## config.mk

```make
export PLATFORM = sky130hd
export DESIGN_NAME = fpdc_classify
export DESIGN_NICKNAME = d
export VERILOG_FILES = /design/src/rtl/fpdc_pkg.sv /design/src/rtl/fpdc_classify.sv
export SDC_FILE = /design/constraint.sdc
export NUM_CORES = 1
export LEC_CHECK = 0
export ABC_AREA = 0
export BUFFER_PORTS_ARGS = -buffer_cell sky130_fd_sc_hd__buf_2
export CAP_MARGIN = 0
export CORE_AREA = 2 2 39 41
export DETAILED_ROUTE_END_ITERATION = 12
export DIE_AREA = 0 0 41 43
export SLEW_MARGIN = 15
export SYNTH_ARGS = -nofsm -noshare
export SYNTH_HDL_FRONTEND = slang
export SYNTH_SLANG_ARGS = --single-unit
```

## constraint.sdc

```tcl
create_clock -name vclk -period 0.89
set_input_delay 0.0445 -clock vclk [all_inputs]
set_output_delay 0.0445 -clock vclk [all_outputs]
set_load 0.02 [all_outputs]
```

## src/rtl/fpdc_pkg.sv

```systemverilog
package fpdc_pkg;

    localparam int SGL_EXP_W  = 8;
    localparam int SGL_FRAC_W = 23;
    localparam int DBL_EXP_W  = 11;
    localparam int DBL_FRAC_W = 52;
    localparam int SEL_BITS   = 12;

    // Encoding chosen so that the positive mask bit is 2*class+1.
    typedef enum logic [2:0] {
        CLS_SNAN = 3'd0,
        CLS_QNAN = 3'd1,
        CLS_INF  = 3'd2,
        CLS_SUB  = 3'd3,
        CLS_NORM = 3'd4,
        CLS_ZERO = 3'd5
    } fp_class_e;

    typedef enum logic {
        FMT_SINGLE = 1'b0,
        FMT_DOUBLE = 1'b1
    } fp_fmt_e;

    typedef struct packed {
        logic      neg;
        fp_class_e cls;
    } fp_tag_t;

    // A negative operand lowers the selected bit by one.
    function automatic logic [3:0] tag_to_index(fp_tag_t t);
        return {t.cls, ~t.neg};
    endfunction

endpackage

```

## src/rtl/fpdc_classify.sv

```systemverilog
module fpdc_classify
    import fpdc_pkg::*;
#(
    parameter int EXP_W  = 8,
    parameter int FRAC_W = 23,
    localparam int VAL_W = EXP_W + FRAC_W + 1
) (
    input  logic [VAL_W-1:0] value,
    output fp_tag_t          tag
);

    logic [EXP_W-1:0]  expo;
    logic [FRAC_W-1:0] frac;
    logic              exp_min;
    logic              exp_max;
    logic              frac_nz;

    assign expo    = value[VAL_W-2 -: EXP_W];
    assign frac    = value[FRAC_W-1:0];
    assign exp_min = (expo == '0);
    assign exp_max = (expo == '1);
    assign frac_nz = |frac;

    always_comb begin
        tag.neg = value[VAL_W-1];
        if (exp_min) begin
            tag.cls = frac_nz ? CLS_SUB : CLS_ZERO;
        end else if (!exp_max) begin
            tag.cls = CLS_NORM;
        end else if (!frac_nz) begin
            tag.cls = CLS_INF;
        end else if (frac[FRAC_W-1]) begin
            tag.cls = CLS_QNAN;
        end else begin
            tag.cls = CLS_SNAN;
        end
    end

endmodule

```

==> run_results.csv <==
group,metric,value,unit
run_status,outcome,"finished, violations left",
run_status,violations,"negative setup slack",
synth,synthCells,20,
timing,tightest_slew,0.252,ns
grt,grt_pass1_vias,241,
drt,antenna_left,0,
clocking,hold_buffers,0,
drt,wirelength,616,um
floorplanning,core,1380,um2
timing,min_period,1.18,ns
timing,fmax,0.845,GHz
power,p_leak,0.187,nW
layout,layout.nets,88,
synth,yosysSeqAreaShare,0,%
synth,synth_nets,52,
timing,drv_slew,0,
synth,syn-cell-area,129,um2
floorplanning,fp-row-count,14,
power,powerDensity,279,nW/um2
floorplanning,die_w,41,um
min_path,hold_class,"primary input to output port",
setup_path,critPathCaptureType,"output port",
setup_path,startpoint_type,"primary input",
floorplanning,pin_count,36,
timing,fin_hold_ws,0.0890,ns
run,max_cap_violations,0,
drt,avgViaCountPerCell,4.40,
layout,clock_buffers,0,
timing,maxSlewHeadroom,83.1,%
grt,grt_pass1_wl,800,um
timing,post-route-period-util,133,%
floorplanning,die_height,43,um
layout,n_antenna_cell,0,
layout,flops_and_latches,0,
floorplanning,initial_core_util,9.31,%
drt,drt_iter0_markers,1,
drt,vias,308,
drt,drc,0,
floorplanning,dieArea,1760,um2
timing,rsz0062_at_grt,"yes",
grt,antenna_found_initial,0,
clocking,post-cts-setup-buffer-count,0,
place,placed_area,319,um2
layout,design_area,377,um2
timing,setup_viol,3,
grt,grt_max_degree,4,
place,numPortBuffers,34,
setup_path,path_max_fanout,2,
setup_path,crit_arrival,1.14,ns
setup_path,crit_chain,"buf_6, or4_4, nor2_4, o21a_1, a21o_1, buf_6",
drt,drtPass1Iterations,4,
layout,multi_input_area,145,um2
layout,synthToLayoutAreaGrowth,192,%
layout,fill_cells,158,
setup_path,critPathSlowestCell,"or4_4",
synth,syn_avg_cell_area,6.44,um2
setup_path,worst-setup-path-type,"primary input to output port",
layout,regArea,0,um2
setup_path,worstPathRequired,0.85,ns
place,place.gp.congestion,0.664,
timing,finalHoldViolCount,0,
grt,track_usage,6.09,%
synth,synth_cell_types,10,
setup_path,cpPeakStageDelay,0.53,ns
grt,globalRouteOverflowTotal,0,
synth,yosys_warnings,0,
setup_path,cp_common_cell,"buf_6",
timing,layout_setup_ws,-0.293,ns
power,ir_drop,0.0761,mV
layout,final_layout_size_suffix_gt1_share,75.9,%
drt,routedWlPerCell,8.80,um
path summary, 6_finish.rpt:
kind,startpoint,endpoint,slack [ns],depth (start not counted)
worst max-delay path,value[23],tag[1],-0.29,6
worst min-delay path,value[31],tag[3],0.09,0
cell usage in the layout (no fill, tap or decap):
| cell | count |
|---|---|
| nor3_1 | 1 |
| buf_2 | 28 |
| or4_4 | 2 |
| nor2_1 | 3 |
| o21a_1 | 1 |
| buf_6 | 5 |
| nand2_1 | 1 |
| nor4_1 | 2 |
| nand4_1 | 3 |
| nor2_4 | 1 |
| nor4_2 | 3 |
| a21o_1 | 2 |
| buf_4 | 2 |
synth_stat cells:
master | n | share of area [%]
or4_4 | 2 | 17
nor4_1 | 5 | 24
nor2_2 | 1 | 4.9
o21a_1 | 1 | 5.8
buf_4 | 1 | 5.8
a21o_1 | 2 | 12
nor2_1 | 3 | 8.7
nand4_1 | 3 | 15
nand2_1 | 1 | 2.9
nor3_1 | 1 | 3.9
critical path, delay by kind of cell:
family	cells	cell delay, ns
compound gates	2	0.24
buf+inv	2	0.20
simple gates	2	0.65
layout make-up:
| cell class | instances | area share, % |
|---|---|---|
| multi-input combinational | 19 | 38.5 |
| timing repair buffer | 35 | 56.1 |
| tap | 16 | 5.32 |
per-layer routing:
layer | wire length, um | up-vias | part of all wire [%] | global-route usage [%]
met1 | 203 | 127 | 33 | 6.96
met5 | 0 | - | 0 | 0
li1 | - | 151 | - | -
met4 | 0 | 0 | 0 | 0.667
met2 | 280 | 30 | 45 | 11.9
met3 | 132 | 0 | 21 | 0
repair_timing:
action / CTS / global route
endpoints found under the hold margin: 0 / 0
pin swaps: 2 / 3
setup endpoints to repair: 3 / 3
resized for setup: 6 / 6
metrics by stage:
| stage | cells | power (mW) | utilization, % | setup TNS, ns | setup WS [ns] |
|---|---|---|---|---|---|
| after floorplan | 20 | 0.0192 | - | -0.243 | -0.150 |
| after global placement | 70 | 0.0870 | 23.1 | -0.845 | -0.333 |
| after detailed placement | 70 | 0.0886 | 23.1 | -0.864 | -0.339 |
| after CTS | 70 | 0.0930 | 24.8 | -0.762 | -0.300 |
| after global routing | 70 | 0.118 | 27.2 | -0.857 | -0.344 |
| final | 70 | 0.105 | 27.2 | -0.745 | -0.293 |
power breakdown:
| part | leakage, nW | internal [mW] | total [mW] | switching, mW |
|---|---|---|---|---|
| sequential | 0 | 0 | 0 | 0 |
| combinational | 0.187 | 0.0691 | 0.105 | 0.0360 |
| clock | 0 | 0 | 0 | 0 |
kinds of logic (layout without fill, tap and decap cells):
family / Yosys count / in the layout / share of synthesized area, %
and+or+nand+nor: 16 / 16 / 76.7
AOI/OAI and AO/OA: 3 / 3 / 17.5
buffers and inverters: 1 / 35 / 5.83
(Power assumes the default switching activity.)
